`src/rtl/qdec_pkg.sv`:
```
package qdec_pkg;

    typedef enum logic [1:0] {
        QM_OFF = 2'b00,
        QM_X1  = 2'b01,
        QM_X2  = 2'b10,
        QM_X4  = 2'b11
    } qmode_e;

    // bit positions inside the input-control word
    localparam int unsigned IC_CLKDIR  = 0;
    localparam int unsigned IC_STEP_UP = 1;
    localparam int unsigned IC_STEP_DN = 2;
    localparam int unsigned IC_EN      = 3;
    localparam int unsigned IC_PINGATE = 4;
    localparam int unsigned IC_LATCH   = 5;

    typedef struct packed {
        logic latch_sel;  // load pin captures latch instead of loading counter
        logic pin_gate;   // dual pin gates inputs instead of clearing
        logic in_en;      // A/B inputs enabled
        logic clk_dir;    // A = clock, B = direction
    } in_cfg_t;

    typedef struct packed {
        logic up;
        logic dn;
    } cnt_ev_t;

endpackage

```
`src/rtl/qdec_sync2.sv`:
```
module qdec_sync2 #(
    parameter bit RST_VAL = 1'b0
) (
    input  logic clk,
    input  logic rst_n,
    input  logic async_i,
    output logic sync_o
);

    logic [1:0] stg_d, stg_q;

    always_comb begin
        stg_d = {stg_q[0], async_i};
    end

    always_ff @(posedge clk or negedge rst_n) begin
        if (!rst_n) stg_q <= {2{RST_VAL}};
        else        stg_q <= stg_d;
    end

    assign sync_o = stg_q[1];

endmodule

```
`src/rtl/qdec_in_filter.sv`:
```
module qdec_in_filter #(
    parameter int unsigned FILT_CYCLES = 4
) (
    input  logic clk,
    input  logic rst_n,
    input  logic raw_i,
    output logic sync_o,
    output logic filt_o
);

    localparam int unsigned CW   = (FILT_CYCLES > 1) ? $clog2(FILT_CYCLES) : 1;
    localparam logic [CW-1:0] LAST = CW'(FILT_CYCLES - 1);

    typedef struct packed {
        logic          lvl;
        logic [CW-1:0] cnt;
    } flt_t;

    flt_t flt_d, flt_q;

    qdec_sync2 #(.RST_VAL(1'b0)) u_sync (
        .clk     (clk),
        .rst_n   (rst_n),
        .async_i (raw_i),
        .sync_o  (sync_o)
    );

    always_comb begin
        flt_d = flt_q;
        if (sync_o == flt_q.lvl) begin
            flt_d.cnt = '0;
        end else if (flt_q.cnt == LAST) begin
            flt_d.lvl = sync_o;
            flt_d.cnt = '0;
        end else begin
            flt_d.cnt = flt_q.cnt + 1'b1;
        end
    end

    always_ff @(posedge clk or negedge rst_n) begin
        if (!rst_n) flt_q <= '0;
        else        flt_q <= flt_d;
    end

    assign filt_o = flt_q.lvl;

    // the accepted level only moves after the full stability window
    p_filter_window_r7: assert property (@(posedge clk) disable iff (!rst_n)
        (flt_q.lvl != $past(flt_q.lvl)) |-> ($past(flt_q.cnt) == LAST && $past(sync_o) == flt_q.lvl));

endmodule

```
`src/rtl/qdec_quad.sv`:
```
module qdec_quad
    import qdec_pkg::*;
(
    input  logic    clk,
    input  logic    rst_n,
    input  qmode_e  mode_i,
    input  logic    a_i,
    input  logic    b_i,
    output cnt_ev_t ev_o
);

    typedef struct packed {
        logic a;
        logic b;
    } ab_t;

    ab_t  prev_d, prev_q;
    logic ch_a, ch_b, fwd, hit;

    always_comb begin
        prev_d = '{a: a_i, b: b_i};
        ch_a   = a_i ^ prev_q.a;
        ch_b   = b_i ^ prev_q.b;
        // A leading B: new A differs from old B on a forward step
        fwd    = a_i ^ prev_q.b;
        unique case (mode_i)
            QM_X4:   hit = ch_a ^ ch_b;
            QM_X2:   hit = ch_a & ~ch_b;
            QM_X1:   hit = ch_a & ~ch_b & ~b_i;
            default: hit = 1'b0;
        endcase
        ev_o.up = hit & fwd;
        ev_o.dn = hit & ~fwd;
    end

    always_ff @(posedge clk or negedge rst_n) begin
        if (!rst_n) prev_q <= '0;
        else        prev_q <= prev_d;
    end

    // simultaneous change of both inputs never counts
    p_illegal_nocount_r6: assert property (@(posedge clk) disable iff (!rst_n)
        (a_i != $past(a_i) && b_i != $past(b_i)) |-> (!ev_o.up && !ev_o.dn));

    // in x2 a change of B alone is silent
    p_x2_b_silent_r4: assert property (@(posedge clk) disable iff (!rst_n)
        (mode_i == QM_X2 && a_i == $past(a_i)) |-> (!ev_o.up && !ev_o.dn));

endmodule

```
`src/rtl/qdec_count_front.sv`:
```
module qdec_count_front
    import qdec_pkg::*;
#(
    parameter int unsigned FILT_CYCLES = 4
) (
    input  logic       clk,
    input  logic       rst_n,
    input  logic       icr_wr,
    input  logic       qr_wr,
    input  logic [5:0] wr_data,
    input  logic       in_a,
    input  logic       in_b,
    input  logic       pin_dual_n,
    input  logic       pin_load_n,
    output logic       cnt_up_o,
    output logic       cnt_dn_o,
    output logic       dir_up_o,
    output logic       ctr_clear_o,
    output logic       ctr_load_o,
    output logic       latch_load_o
);

    localparam int unsigned NUM_IN  = 2;  // index 1 = A, 0 = B
    localparam int unsigned NUM_PIN = 2;  // index 1 = dual pin, 0 = load pin

    typedef struct packed {
        in_cfg_t    cfg;
        qmode_e     qmode;
        logic       step_up;
        logic       step_dn;
        logic       up;
        logic       dn;
        logic       dir;
        logic [1:0] prev_raw;
    } st_t;

    localparam st_t ST_RST = '{
        cfg: '0, qmode: QM_OFF, step_up: 1'b0, step_dn: 1'b0,
        up: 1'b0, dn: 1'b0, dir: 1'b1, prev_raw: 2'b00
    };

    st_t st_d, st_q;

    logic [NUM_IN-1:0]  raw_ab, sync_ab, filt_ab;
    logic [NUM_PIN-1:0] raw_pin, sync_pin;
    cnt_ev_t            quad_ev, hw_ev;
    logic               rise_a, rise_b, gate_ok, up_c, dn_c;

    assign raw_ab  = {in_a, in_b};
    assign raw_pin = {pin_dual_n, pin_load_n};

    for (genvar i = 0; i < NUM_IN; i++) begin : g_ab
        qdec_in_filter #(.FILT_CYCLES(FILT_CYCLES)) u_flt (
            .clk    (clk),
            .rst_n  (rst_n),
            .raw_i  (raw_ab[i]),
            .sync_o (sync_ab[i]),
            .filt_o (filt_ab[i])
        );
    end

    for (genvar i = 0; i < NUM_PIN; i++) begin : g_pin
        qdec_sync2 #(.RST_VAL(1'b1)) u_pin (
            .clk     (clk),
            .rst_n   (rst_n),
            .async_i (raw_pin[i]),
            .sync_o  (sync_pin[i])
        );
    end

    qdec_quad u_quad (
        .clk    (clk),
        .rst_n  (rst_n),
        .mode_i (st_q.qmode),
        .a_i    (filt_ab[1]),
        .b_i    (filt_ab[0]),
        .ev_o   (quad_ev)
    );

    always_comb begin
        st_d          = st_q;
        st_d.prev_raw = sync_ab;

        // hardware count events from the selected input reading
        rise_a = sync_ab[1] & ~st_q.prev_raw[1];
        rise_b = sync_ab[0] & ~st_q.prev_raw[0];
        if (st_q.qmode != QM_OFF) begin
            hw_ev = quad_ev;
        end else if (st_q.cfg.clk_dir) begin
            hw_ev.up = rise_a & ~sync_ab[0];
            hw_ev.dn = rise_a & sync_ab[0];
        end else begin
            hw_ev.up = rise_a;
            hw_ev.dn = rise_b;
        end
        gate_ok = ~st_q.cfg.pin_gate | ~sync_pin[1];
        if (!(st_q.cfg.in_en && gate_ok)) hw_ev = '0;

        up_c = hw_ev.up;
        dn_c = hw_ev.dn;

        // pending software steps: a paired request cancels, hardware wins the slot
        if (st_q.step_up && st_q.step_dn) begin
            st_d.step_up = 1'b0;
            st_d.step_dn = 1'b0;
        end else if (!st_q.cfg.in_en) begin
            st_d.step_up = 1'b0;
            st_d.step_dn = 1'b0;
        end else if (!hw_ev.up && !hw_ev.dn) begin
            if (st_q.step_up) begin
                up_c         = 1'b1;
                st_d.step_up = 1'b0;
            end
            if (st_q.step_dn) begin
                dn_c         = 1'b1;
                st_d.step_dn = 1'b0;
            end
        end

        if (up_c && dn_c) begin
            up_c = 1'b0;
            dn_c = 1'b0;
        end
        st_d.up = up_c;
        st_d.dn = dn_c;

        // direction flag
        if (st_q.qmode == QM_OFF) st_d.dir = 1'b1;
        else if (hw_ev.up)        st_d.dir = 1'b1;
        else if (hw_ev.dn)        st_d.dir = 1'b0;

        // register writes
        if (icr_wr) begin
            st_d.cfg.clk_dir   = wr_data[IC_CLKDIR];
            st_d.cfg.in_en     = wr_data[IC_EN];
            st_d.cfg.pin_gate  = wr_data[IC_PINGATE];
            st_d.cfg.latch_sel = wr_data[IC_LATCH];
            if (wr_data[IC_EN]) begin
                st_d.step_up = st_d.step_up | wr_data[IC_STEP_UP];
                st_d.step_dn = st_d.step_dn | wr_data[IC_STEP_DN];
            end
        end
        if (qr_wr) st_d.qmode = qmode_e'(wr_data[1:0]);
    end

    always_ff @(posedge clk or negedge rst_n) begin
        if (!rst_n) st_q <= ST_RST;
        else        st_q <= st_d;
    end

    assign cnt_up_o     = st_q.up;
    assign cnt_dn_o     = st_q.dn;
    assign dir_up_o     = st_q.dir;
    assign ctr_clear_o  = ~sync_pin[1] & ~st_q.cfg.pin_gate;
    assign ctr_load_o   = ~sync_pin[0] & ~st_q.cfg.latch_sel;
    assign latch_load_o = ~sync_pin[0] & st_q.cfg.latch_sel;

    // an up and a down request never leave in the same cycle
    p_one_way_r1: assert property (@(posedge clk) disable iff (!rst_n)
        !(cnt_up_o && cnt_dn_o));

    // disabled inputs give no pulse in the following cycle
    p_disabled_quiet_r9: assert property (@(posedge clk) disable iff (!rst_n)
        !st_q.cfg.in_en |=> (!cnt_up_o && !cnt_dn_o));

    // direction flag held at up while quadrature is off
    p_dir_forced_r8: assert property (@(posedge clk) disable iff (!rst_n)
        (st_q.qmode == QM_OFF) |=> dir_up_o);

    // a closed gate blocks hardware counts
    p_gate_blocks_r10: assert property (@(posedge clk) disable iff (!rst_n)
        (st_q.cfg.pin_gate && sync_pin[1] && !st_q.step_up && !st_q.step_dn)
            |=> (!cnt_up_o && !cnt_dn_o));

    // in clock/direction mode nothing counts without a rising A
    p_clkdir_needs_a_r2: assert property (@(posedge clk) disable iff (!rst_n)
        (st_q.qmode == QM_OFF && st_q.cfg.clk_dir && !(sync_ab[1] && !st_q.prev_raw[1])
            && !st_q.step_up && !st_q.step_dn) |=> (!cnt_up_o && !cnt_dn_o));

endmodule

```
`config.mk`:
```
export PLATFORM = sky130hd
export DESIGN_NAME = qdec_count_front
export DESIGN_NICKNAME = d
export VERILOG_FILES = /design/src/rtl/qdec_pkg.sv /design/src/rtl/qdec_sync2.sv /design/src/rtl/qdec_in_filter.sv /design/src/rtl/qdec_quad.sv /design/src/rtl/qdec_count_front.sv
export SDC_FILE = /design/constraint.sdc
export NUM_CORES = 1
export LEC_CHECK = 0
export BUFFER_PORTS_ARGS = -buffer_cell sky130_fd_sc_hd__buf_2
export CAP_MARGIN = 15
export CORE_UTILIZATION = 48
export CTS_CLUSTER_SIZE = 28
export DETAILED_ROUTE_END_ITERATION = 7
export PLACE_DENSITY = 0.78
export REMOVE_ABC_BUFFERS = 1
export SETUP_SLACK_MARGIN = 0.1
export SLEW_MARGIN = 20
export SYNTH_ARGS = -nofsm -noshare
export SYNTH_HDL_FRONTEND = slang
export SYNTH_SLANG_ARGS = --single-unit
```
`constraint.sdc`:
```
create_clock -name clk -period 1.8 [get_ports clk]
set_input_delay 0 -clock clk [delete_from_list [all_inputs] [get_ports clk]]
set_output_delay 0 -clock clk [all_outputs]
set_load 0.01 [all_outputs]
```
==> flow_summary.html, run 1 <==
<table>
<tr><th>Metric</th><th>Value</th></tr>
<tr><th colspan="2">Routing</th></tr>
<tr><td>Total number of vias</td><td>between 800 and 900</td></tr>
<tr><td>Average detailed-routed wire length per instance</td><td>approximately 14 um</td></tr>
<tr><td>Drt pass-1 iters</td><td>3</td></tr>
<tr><td>Routed Antenna Nets</td><td>0</td></tr>
<tr><td>Detailed-route vias per instance</td><td>5.23</td></tr>
<tr><td>Violation count after the first detailed-routing iteration</td><td>8</td></tr>
<tr><td>Count of unresolved DRC violations after routing</td><td>0</td></tr>
<tr><td>Aggregate routed wire length</td><td>between 2000 and 2500 um</td></tr>
<tr><th colspan="2">Die</th></tr>
<tr><td>Initial standard-cell utilization of the core</td><td>0.520</td></tr>
<tr><td>Height of the die</td><td>roughly 50 um</td></tr>
<tr><td>Area of the core region</td><td>around 2300 um2</td></tr>
<tr><td>Number of I/O pins</td><td>20</td></tr>
<tr><td>Width of the die</td><td>roughly 51 um</td></tr>
<tr><td>Count of standard-cell rows</td><td>17</td></tr>
<tr><td>Die Footprint</td><td>about 2600 um2</td></tr>
<tr><th colspan="2">Clock tree</th></tr>
<tr><td>Root cell of the clock tree</td><td>sky130_fd_sc_hd__clkbuf_4</td></tr>
<tr><td>Longest Clk Path Bufs</td><td>2</td></tr>
<tr><td>Total number of clock tree sinks</td><td>29</td></tr>
<tr><td>Number of levels in the clock H-tree</td><td>2</td></tr>
<tr><td>Worst-path clk slew</td><td>0.10 ns</td></tr>
<tr><td>Clock network latency to the later pin of the worst-skew pair</td><td>roughly 0.33 ns</td></tr>
<tr><td>TritonCTS clock tree</td><td>built</td></tr>
<tr><td>Number of buffers created by CTS</td><td>5</td></tr>
<tr><th colspan="2">Worst setup path</th></tr>
<tr><td>Critical Path AT</td><td>around 2 ns</td></tr>
<tr><td>Worst setup EP type</td><td>flip-flop</td></tr>
<tr><td>Maximum fanout encountered on the critical timing path</td><td>4</td></tr>
<tr><td>Required time at the worst-slack endpoint</td><td>around 2.1 ns</td></tr>
<tr><td>Type of origin of the critical path</td><td>flip-flop</td></tr>
<tr><td>Cell chain of the critical path</td><td>xor2_1 &gt; ha_1 &gt; nand3b_1 &gt; a311oi_2 &gt; mux2i_1 &gt; o21ai_1</td></tr>
<tr><td>Slowest cell delay on critical path</td><td>0.39 ns</td></tr>
<tr><td>Setup CP Type</td><td>flip-flop to flip-flop</td></tr>
<tr><td>CP max stage cell</td><td>sky130_fd_sc_hd__dfrtp_1</td></tr>
<tr><th colspan="2">Yosys</th></tr>
<tr><td>Yosys reg bits</td><td>29</td></tr>
<tr><td>Average size of a mapped cell</td><td>13.6 um2</td></tr>
<tr><td>Proportion of synthesized chip area in sequential cells</td><td>0.624</td></tr>
<tr><td>Yosys warning count</td><td>0</td></tr>
<tr><td>Number of different library cells in the post-synthesis netlist</td><td>30</td></tr>
<tr><td>Syn Inst Count</td><td>86</td></tr>
<tr><td>Combined area of all synthesized cells</td><td>roughly 1200 um2</td></tr>
<tr><th colspan="2">GRT</th></tr>
<tr><td>Number of antenna violations at the first check in global routing</td><td>0</td></tr>
<tr><td>Gr usage total</td><td>0.211</td></tr>
<tr><td>Pin count of the biggest net entering global routing</td><td>30</td></tr>
<tr><td>Global-route wire length before repair</td><td>approximately 3700 um</td></tr>
<tr><td>Global-route congestion overflow total</td><td>0</td></tr>
<tr><td>Number of global-route vias before repair</td><td>roughly 860</td></tr>
<tr><th colspan="2">Final layout</th></tr>
<tr><td>Fraction of final layout cells with drive strength greater than 1</td><td>0.369</td></tr>
<tr><td>Number of nets in the finished design</td><td>146</td></tr>
<tr><td>N_diodes</td><td>0</td></tr>
<tr><td>Post-route design area</td><td>between 1500 and 2000 um2</td></tr>
<tr><td>Synthesis-to-layout area growth</td><td>32.1%</td></tr>
<tr><th colspan="2">Place</th></tr>
<tr><td>Worst Setup Slack post-DPL</td><td>between 0.015 and 0.02 ns</td></tr>
<tr><td>Gpl congestion</td><td>just under 0.8</td></tr>
<tr><td>Cell area after placement</td><td>1310 um2</td></tr>
<tr><td>Number of port buffers</td><td>19</td></tr>
<tr><th colspan="2">STA</th></tr>
<tr><td>Final Max Slew Viols</td><td>0</td></tr>
<tr><td>Unrepaired setup endpoints after global routing</td><td>yes</td></tr>
<tr><td>Final setup vio count</td><td>0</td></tr>
<tr><td>Slew at the pin with the worst max-slew slack</td><td>0.615 ns</td></tr>
<tr><td>Final setup slack of the worst path</td><td>0.0508 ns</td></tr>
<tr><td>Count of final hold-check violations</td><td>0</td></tr>
<tr><td>Ratio of final minimum period to clock period</td><td>0.972</td></tr>
<tr><td>Worst Clk Skew</td><td>0.0122 ns</td></tr>
<tr><td>Slew headroom</td><td>0.590</td></tr>
<tr><td>Tmin final</td><td>~1.7 ns</td></tr>
<tr><td>Max Fclk</td><td>between 500 and 600 MHz</td></tr>
<tr><th colspan="2">Flow run</th></tr>
<tr><td># Max-Cap Violations</td><td>0</td></tr>
<tr><th colspan="2">Outcome</th></tr>
<tr><td>Result of the run</td><td>completed</td></tr>
<tr><th colspan="2">Pwr</th></tr>
<tr><td>Static Leak</td><td>roughly 0.7 nW</td></tr>
<tr><td>Cell Pwr Density</td><td>1210 nW/um2</td></tr>
<tr><td>Worst VDD drop</td><td>between 0.0008 and 0.0009 V</td></tr>
<tr><th colspan="2">Min path</th></tr>
<tr><td>Type of the tightest min-delay check</td><td>input pin to async pin</td></tr>
</table>
synth_stat cells:
library cell,n,area share
sky130_fd_sc_hd__ha_1,3,0.032
sky130_fd_sc_hd__buf_2,1,0.0043
sky130_fd_sc_hd__mux2_2,7,0.067
sky130_fd_sc_hd__inv_1,1,0.0032
sky130_fd_sc_hd__nor2_1,3,0.0096
sky130_fd_sc_hd__o211a_1,1,0.0085
sky130_fd_sc_hd__clkbuf_1,1,0.0032
sky130_fd_sc_hd__mux2i_1,1,0.0085
sky130_fd_sc_hd__o21ai_1,3,0.013
sky130_fd_sc_hd__nand3b_1,2,0.013
sky130_fd_sc_hd__xnor2_1,3,0.022
sky130_fd_sc_hd__nand4bb_1,1,0.0096
sky130_fd_sc_hd__o31ai_1,1,0.0064
sky130_fd_sc_hd__dfrtp_1,24,0.51
sky130_fd_sc_hd__nand2b_1,3,0.016
sky130_fd_sc_hd__a2111oi_2,1,0.013
sky130_fd_sc_hd__and2_1,2,0.011
sky130_fd_sc_hd__dfstp_2,5,0.11
sky130_fd_sc_hd__nor3b_1,1,0.0064
sky130_fd_sc_hd__o21a_1,1,0.0064
sky130_fd_sc_hd__a311oi_1,1,0.0075
sky130_fd_sc_hd__or3b_1,1,0.0075
sky130_fd_sc_hd__a31oi_1,2,0.011
sky130_fd_sc_hd__nor2b_1,4,0.021
sky130_fd_sc_hd__o21ai_0,2,0.0085
sky130_fd_sc_hd__nand3_1,3,0.013
sky130_fd_sc_hd__xor2_1,3,0.022
sky130_fd_sc_hd__nand2_1,2,0.0064
sky130_fd_sc_hd__nor3_1,1,0.0043
sky130_fd_sc_hd__a211oi_2,2,0.021
path summary, 6_finish.rpt:
| path | from | endpoint | slack, ns | depth (start not counted) |
|---|---|---|---|---|
| worst max-delay path | u_quad.prev_q[1] | dir_up_o | 0.05 | 6 |
| worst min-delay path | rst_n | st_q[6] | 0.20 | 2 |
| worst max register to register | u_quad.prev_q[1] | dir_up_o | 0.05 | 6 |
| worst min register to register | g_pin[0].u_pin.stg_q[0] | g_pin[0].u_pin.stg_q[1] | 0.36 | 0 |
| max in group asynchronous | rst_n | st_q[9] | 1.19 | 2 |
| min in group clk | in_a | g_ab[1].u_flt.u_sync.stg_q[0] | 0.32 | 2 |
worst max-delay path: cells and delay by family, from the launching register on:
kind / cells / cell delay [ns]
xor gates and xnor gates: 1 / 0.17
AOI/OAI and AO/OA: 2 / 0.35
muxes: 1 / 0.22
DFF: 1 / 0.39
and+or+nand+nor: 1 / 0.26
adders and majority gates: 1 / 0.29
cell families (layout without fill, tap and decap cells):
group | Yosys count | in the layout | share of synthesized area
multiplexers | 8 | 8 | 0.0758
adder cells (fa/ha/maj) | 3 | 3 | 0.0320
buffers and inverters | 3 | 47 | 0.0107
AO/OA/AOI/OAI | 14 | 14 | 0.0950
AND/OR/NAND/NOR | 23 | 23 | 0.117
flip-flops | 29 | 29 | 0.624
XOR/XNOR | 6 | 6 | 0.0448
what timing repair did:
| action | in CTS | in global routing |
|---|---|---|
| hold buffers | 16 | 0 |
| endpoints found under the hold margin | 36 | 0 |
| setup buffers | 1 | 0 |
| pin swaps | 3 | 1 |
| resized for setup | 2 | 2 |
| endpoints found under the setup margin | 2 | 5 |
cell type report:
| cell class | count | area (um2) |
|---|---|---|
| multi-input cells | 54 | 445 |
| flip-flops and latches | 29 | 732 |
| fillers | 171 | 706 |
| repair buffers | 38 | 278 |
| clock inverters | 3 | 17.5 |
| inverters | 1 | 3.75 |
| well taps | 28 | 35.0 |
| clock buffers | 5 | 37.5 |
where the power goes:
part / internal (W) / total [W] / leakage [nW] / switching (W)
clock network: 0.000147 / 0.000376 / 0.0310 / 0.000229
logic: 0.000331 / 0.000625 / 0.319 / 0.000294
registers: 0.000794 / 0.000875 / 0.347 / 0.0000817
total: 0.00127 / 0.00188 / 0.697 / 0.000604
registers in the layout, summed over array words and instances, names as in the netlist:
register / flops
cnt_dn_o: 1
g_ab.u_flt.filt_o: 2
g_ab.u_flt.u_sync.stg_q: 4
g_pin.u_pin.stg_q: 4
g_ab.u_flt.flt_q: 4
st_q: 10
cnt_up_o: 1
u_quad.prev_q: 2
dir_up_o: 1
per-stage QoR:
step / hold WS, ns / cells / utilization / power, W / TNS [ns]
6_report: 0.201 / 158 / 0.687 / 0.00188 / 0
5_1_grt: 0.252 / 158 / 0.687 / 0.00201 / -0.0545
4_1_cts: 0.224 / 158 / 0.682 / 0.00187 / 0
3_5_place_dp: 0.0513 / 133 / 0.580 / 0.00144 / 0
3_3_place_gp: 0.0426 / 133 / 0.580 / 0.00139 / 0
2_1_floorplan: -0.296 / 84 / - / 0.00125 / 0
cell usage in the layout (no fill, tap or decap):
| cell | Yosys | routed |
|---|---|---|
| sky130_fd_sc_hd__a2111oi_2 | 1 | 1 |
| sky130_fd_sc_hd__xor2_1 | 3 | 3 |
| sky130_fd_sc_hd__clkinv_2 | 0 | 2 |
| sky130_fd_sc_hd__clkbuf_4 | 0 | 5 |
| sky130_fd_sc_hd__a31oi_1 | 2 | 1 |
| sky130_fd_sc_hd__buf_2 | 1 | 19 |
| sky130_fd_sc_hd__nand3_1 | 3 | 3 |
| sky130_fd_sc_hd__nand2_1 | 2 | 2 |
| sky130_fd_sc_hd__o21ai_0 | 2 | 1 |
| sky130_fd_sc_hd__a311oi_2 | 0 | 1 |
| sky130_fd_sc_hd__nor2_1 | 3 | 3 |
| sky130_fd_sc_hd__o31ai_2 | 0 | 1 |
| sky130_fd_sc_hd__nand3b_1 | 2 | 2 |
| sky130_fd_sc_hd__o211a_1 | 1 | 1 |
| sky130_fd_sc_hd__nor2b_1 | 4 | 4 |
| sky130_fd_sc_hd__and2_1 | 2 | 2 |
| sky130_fd_sc_hd__clkinvlp_4 | 0 | 1 |
| sky130_fd_sc_hd__buf_4 | 0 | 3 |
| sky130_fd_sc_hd__dfrtp_1 | 24 | 24 |
| sky130_fd_sc_hd__o21ai_1 | 3 | 4 |
| sky130_fd_sc_hd__mux2_2 | 7 | 7 |
| sky130_fd_sc_hd__o21a_1 | 1 | 1 |
| sky130_fd_sc_hd__xnor2_1 | 3 | 3 |
| sky130_fd_sc_hd__nand4bb_1 | 1 | 1 |
| sky130_fd_sc_hd__a31oi_2 | 0 | 1 |
| sky130_fd_sc_hd__mux2i_1 | 1 | 1 |
| sky130_fd_sc_hd__dlygate4sd3_1 | 0 | 16 |
| sky130_fd_sc_hd__nand2b_1 | 3 | 3 |
| sky130_fd_sc_hd__nor3b_1 | 1 | 1 |
| sky130_fd_sc_hd__or3b_1 | 1 | 1 |
| sky130_fd_sc_hd__nor3_1 | 1 | 1 |
| sky130_fd_sc_hd__ha_1 | 3 | 3 |
| sky130_fd_sc_hd__inv_1 | 1 | 1 |
| sky130_fd_sc_hd__a211oi_2 | 2 | 2 |
| sky130_fd_sc_hd__dfstp_2 | 5 | 5 |
layer usage:
layer | up-vias | routed length (um) | global-route usage
met1 | 412 | 868 | 0.199
met2 | 17 | 1260 | 0.370
met3 | 6 | 67 | 0.0804
met4 | 0 | 63 | 0.144
met5 | - | 0 | 0
li1 | 391 | - | -
Note: power is estimated with default switching activity, not from simulation.
==> run 2: changes to the inputs <==
Settings changed: CORE_UTILIZATION 48 to 53, PLACE_DENSITY 0.78 to 0.81, SYNTH_HIERARCHICAL set to 1.
Clock period 1.8 ns to 1.75 ns, I/O delays scaled along.
==> run 2 against run 1 <==
The run now ends with setup timing left. Largest power group unchanged. Sequential power rose by 3.1%. First-iteration DRC count rose to 3.0 times the previous value. Critical endpoint is now cnt_up_o. Combinational power rose by 10%. Fmax fell by 8.1%. Critical path type unchanged. Clock power barely moved. Die area fell by 9.5%. Core utilization rose by 7.0 points. Highest routed layer unchanged. Flip-flop and latch count did not move. Clock skew fell by 0.0030 ns. Wire length rose by 6.0%. Register-to-register slack got worse by 0.21 ns.
==> flow_summary.html, run 2 <==
<table>
<tr><th>Metric</th><th>Value</th></tr>
<tr><th colspan="2">Pwr</th></tr>
<tr><td>Cell Pwr Density</td><td>1280 nW/um2</td></tr>
<tr><td>Worst VDD drop</td><td>between 0.0008 and 0.0009 V</td></tr>
<tr><td>Static Leak</td><td>0.706 nW</td></tr>
<tr><th colspan="2">GRT</th></tr>
<tr><td>M3 GR Usage</td><td>0.0654</td></tr>
<tr><td>Global-route wire length before repair</td><td>about 3800 um</td></tr>
<tr><td>Pin count of the biggest net entering global routing</td><td>30</td></tr>
<tr><td>Gr usage total</td><td>0.229</td></tr>
<tr><td>Number of antenna violations at the first check in global routing</td><td>0</td></tr>
<tr><td>GR Layer Usage met1</td><td>0.260</td></tr>
<tr><td>Global-route track usage on met2</td><td>0.387</td></tr>
<tr><td>Global-route congestion overflow total</td><td>0</td></tr>
<tr><td>GRT busiest layer</td><td>met2</td></tr>
<tr><td>Number of global-route vias before repair</td><td>about 840</td></tr>
<tr><th colspan="2">Clock tree</th></tr>
<tr><td>Longest Clk Path Bufs</td><td>2</td></tr>
<tr><td>Total number of clock tree sinks</td><td>29</td></tr>
<tr><td>Clock network latency to the later pin of the worst-skew pair</td><td>roughly 0.33 ns</td></tr>
<tr><td>TritonCTS clock tree</td><td>built</td></tr>
<tr><td>Number of buffers created by CTS</td><td>5</td></tr>
<tr><td>Worst-path clk slew</td><td>0.09 ns</td></tr>
<tr><td>Root cell of the clock tree</td><td>sky130_fd_sc_hd__clkbuf_4</td></tr>
<tr><td>Number of levels in the clock H-tree</td><td>2</td></tr>
<tr><th colspan="2">Die</th></tr>
<tr><td>Initial standard-cell utilization of the core</td><td>0.577</td></tr>
<tr><td>Height of the die</td><td>~49 um</td></tr>
<tr><td>Width of the die</td><td>about 49 um</td></tr>
<tr><td>Die Footprint</td><td>around 2400 um2</td></tr>
<tr><td>Number of I/O pins</td><td>20</td></tr>
<tr><td>Area of the core region</td><td>between 2000 and 2500 um2</td></tr>
<tr><td>Count of standard-cell rows</td><td>16</td></tr>
<tr><th colspan="2">Yosys</th></tr>
<tr><td>Yosys warning count</td><td>6</td></tr>
<tr><td>Most frequent cell after synthesis</td><td>sky130_fd_sc_hd__dfrtp_1</td></tr>
<tr><td>Number of enable flip-flop cells after synthesis</td><td>0</td></tr>
<tr><td>Cell types with the largest area share after synthesis</td><td>sky130_fd_sc_hd__dfrtp_1 51%, sky130_fd_sc_hd__dfstp_2 11%, sky130_fd_sc_hd__mux2_1 5.8%</td></tr>
<tr><td>Yosys reg bits</td><td>29</td></tr>
<tr><td>Proportion of synthesized chip area in sequential cells</td><td>0.627</td></tr>
<tr><td>Yosys top cell area share</td><td>0.514</td></tr>
<tr><td>Combined area of all synthesized cells</td><td>about 1200 um2</td></tr>
<tr><td>List of most frequent post-synthesis cells</td><td>24 x sky130_fd_sc_hd__dfrtp_1, 6 x sky130_fd_sc_hd__mux2_1, 5 x sky130_fd_sc_hd__dfstp_2</td></tr>
<tr><td>Prevailing post-synth register cell</td><td>sky130_fd_sc_hd__dfrtp_1</td></tr>
<tr><td>Number of different library cells in the post-synthesis netlist</td><td>28</td></tr>
<tr><td>Syn Inst Count</td><td>between 80 and 90</td></tr>
<tr><td>Cell taking the most area after synthesis</td><td>sky130_fd_sc_hd__dfrtp_1</td></tr>
<tr><td>Average size of a mapped cell</td><td>~14 um2</td></tr>
<tr><td>Proportion of synthesized flip-flops having asynchronous set or reset</td><td>1.00</td></tr>
<tr><th colspan="2">Worst setup path</th></tr>
<tr><td>Critical Path AT</td><td>roughly 2.1 ns</td></tr>
<tr><td>Family with the most delay on the worst path</td><td>compound AO/OA/AOI/OAI gates</td></tr>
<tr><td>Slowest cell delay on critical path</td><td>approximately 0.4 ns</td></tr>
<tr><td>Cell chain of the critical path</td><td>xor2_1 &gt; ha_1 &gt; nand3b_1 &gt; a31oi_2 &gt; nand3b_1 &gt; o21ai_1 &gt; o21ba_1</td></tr>
<tr><td>Setup CP Type</td><td>flip-flop to flip-flop</td></tr>
<tr><td>Maximum fanout encountered on the critical timing path</td><td>3</td></tr>
<tr><td>Required time at the worst-slack endpoint</td><td>1.96 ns</td></tr>
<tr><td>CP max stage cell</td><td>sky130_fd_sc_hd__dfrtp_1</td></tr>
<tr><td>Type of origin of the critical path</td><td>flip-flop</td></tr>
<tr><td>Bufs and invs on worst path</td><td>0</td></tr>
<tr><td>Worst setup EP type</td><td>flip-flop</td></tr>
<tr><td>Crit-path most repeated cell</td><td>sky130_fd_sc_hd__nand3b_1</td></tr>
<tr><th colspan="2">Routing</th></tr>
<tr><td>Routed Antenna Nets</td><td>0</td></tr>
<tr><td>Count of unresolved DRC violations after routing</td><td>0</td></tr>
<tr><td>Drt pass-1 iters</td><td>4</td></tr>
<tr><td>Violation count after the first detailed-routing iteration</td><td>24</td></tr>
<tr><td>Total number of vias</td><td>just over 800</td></tr>
<tr><td>Aggregate routed wire length</td><td>roughly 2400 um</td></tr>
<tr><td>Average detailed-routed wire length per instance</td><td>between 15 and 20 um</td></tr>
<tr><td>Detailed-route vias per instance</td><td>~5.4</td></tr>
<tr><th colspan="2">Place</th></tr>
<tr><td>Cell area after placement</td><td>1320 um2</td></tr>
<tr><td>Number of port buffers</td><td>19</td></tr>
<tr><td>Number of placed cells counting well taps</td><td>between 100 and 150</td></tr>
<tr><td>Detailed Place HPWL</td><td>about 1400 um</td></tr>
<tr><td>Gpl congestion</td><td>between 0.8 and 0.9</td></tr>
<tr><th colspan="2">Outcome</th></tr>
<tr><td>Violations in the final reports</td><td>setup timing</td></tr>
<tr><td>Result of the run</td><td>finished with violations</td></tr>
<tr><th colspan="2">Flow run</th></tr>
<tr><td># Max-Cap Violations</td><td>0</td></tr>
<tr><th colspan="2">STA</th></tr>
<tr><td>Slew at the pin with the worst max-slew slack</td><td>about 0.60 ns</td></tr>
<tr><td>Max Fclk</td><td>about 530 MHz</td></tr>
<tr><td>Worst Clk Skew</td><td>just over 0.009 ns</td></tr>
<tr><td>Final setup slack of the worst path</td><td>-0.154 ns</td></tr>
<tr><td>Ratio of final minimum period to clock period</td><td>1.09</td></tr>
<tr><td>Worst hold slack after final layout</td><td>around 0.024 ns</td></tr>
<tr><td>Final Max Slew Viols</td><td>0</td></tr>
<tr><td>Final setup vio count</td><td>5</td></tr>
<tr><td>Tmin final</td><td>between 1.5 and 2 ns</td></tr>
<tr><td>Slew headroom</td><td>0.597</td></tr>
<tr><td>Count of final hold-check violations</td><td>0</td></tr>
<tr><td>Unrepaired setup endpoints after global routing</td><td>yes</td></tr>
<tr><th colspan="2">Final layout</th></tr>
<tr><td>Post-route design area</td><td>~1500 um2</td></tr>
<tr><td>Flip-flop count of the largest register after layout</td><td>10</td></tr>
<tr><td>N_diodes</td><td>0</td></tr>
<tr><td>Fraction of final layout cells with drive strength greater than 1</td><td>0.384</td></tr>
<tr><td>Most used cells in the layout excluding fill and tap cells</td><td>24 x sky130_fd_sc_hd__dfrtp_1, 19 x sky130_fd_sc_hd__buf_2, 12 x sky130_fd_sc_hd__dlygate4sd3_1</td></tr>
<tr><td>Synthesis-to-layout area growth</td><td>31.2%</td></tr>
<tr><td>Number of nets in the finished design</td><td>about 140</td></tr>
<tr><td>Largest register by flop count</td><td>st_q</td></tr>
<tr><td>Leading cell type in the layout, fill and taps excluded</td><td>sky130_fd_sc_hd__dfrtp_1</td></tr>
<tr><td>Non-filler instance count after layout</td><td>between 150 and 200</td></tr>
<tr><th colspan="2">Min path</th></tr>
<tr><td>Type of the tightest min-delay check</td><td>input pin to flip-flop</td></tr>
</table>
==> run 2: cell types whose count changed in the layout (fill, tap and decap cells not counted), moves of 2 or more <==
cell / change
sky130_fd_sc_hd__mux2_1: +6
sky130_fd_sc_hd__and2_1: -2
sky130_fd_sc_hd__dlygate4sd3_1: -4
sky130_fd_sc_hd__a32o_2: +2
sky130_fd_sc_hd__o21ba_1: +2
sky130_fd_sc_hd__nand3_1: -2
sky130_fd_sc_hd__a211oi_2: -2
sky130_fd_sc_hd__nand2b_1: -2
sky130_fd_sc_hd__nor3_2: +2
sky130_fd_sc_hd__mux2_2: -5
sky130_fd_sc_hd__o21ai_1: -2
==> run 2: cells by family after synthesis <==
logic type,synth area share
and+or+nand+nor,0.108
adders and majority gates,0.0322
xor gates and xnor gates,0.0450
buffers and inverters,0.00321
muxes,0.0772
DFF,0.627
AOI/OAI and AO/OA,0.107
==> run 2: worst paths after layout <==
check / start / end / cells past startpoint / slack (ns)
max: u_quad/prev_q[1] / cnt_up_o / 7 / -0.15
min: icr_wr / st_q[11] / 2 / 0.02
max reg2reg: u_quad/prev_q[1] / cnt_up_o / 7 / -0.15
min reg2reg: g_pin[1].u_pin/stg_q[0] / g_pin[1].u_pin/stg_q[1] / 0 / 0.36
max in group asynchronous: rst_n / st_q[6] / 2 / 1.13
min in group asynchronous: rst_n / u_quad/prev_q[0] / 2 / 0.22
==> run 2: stage by stage <==
stage | utilization | setup TNS, ns | total power [W] | setup slack [ns]
2_1_floorplan | - | -0.0142 | 0.00128 | -0.0142
3_3_place_gp | 0.652 | -0.0422 | 0.00144 | -0.0422
3_5_place_dp | 0.652 | -0.228 | 0.00148 | -0.0943
4_1_cts | 0.747 | -0.117 | 0.00191 | -0.0573
5_1_grt | 0.757 | -0.856 | 0.00208 | -0.204
6_report | 0.757 | -0.575 | 0.00196 | -0.154
==> run 2: worst reg2reg max path, stage by stage (launching register included) <==
cell and delay (ns):
sky130_fd_sc_hd__dfrtp_1 0.39, sky130_fd_sc_hd__xor2_1 0.16, sky130_fd_sc_hd__ha_1 0.28, sky130_fd_sc_hd__nand3b_1 0.24
sky130_fd_sc_hd__a31oi_2 0.28, sky130_fd_sc_hd__nand3b_1 0.13, sky130_fd_sc_hd__o21ai_1 0.13, sky130_fd_sc_hd__o21ba_1 0.18
==> run 2: cell type report <==
type	count	area (um2)
flip-flops and latches	29	732
multi-input cells	52	465
well taps	27	33.8
clock inverters	2	10.0
clock buffers	6	41.3
inverters	1	3.75
fillers	124	490
repair buffers	35	245
==> run 2: timing repair <==
item / CTS / global route
hold endpoints to repair: 36 / 0
pin swaps: 5 / 4
setup endpoints to repair: 5 / 5
buffers inserted: 1 / 0
hold buffers: 12 / 0
resized for setup: 2 / 4
==> run 2: layer usage <==
metal  part of all wire  vias to the layer above
met5                  0                        -
met4              0.028                        0
met3              0.044                        9
li1                   -                      379
met1               0.42                      403
met2               0.51                       29
==> run 2: power breakdown <==
part | leakage (nW) | switching [W] | internal, W
clock | 0.0320 | 0.000220 | 0.000152
combinational | 0.328 | 0.000329 | 0.000360
sequential | 0.346 | 0.0000890 | 0.000813
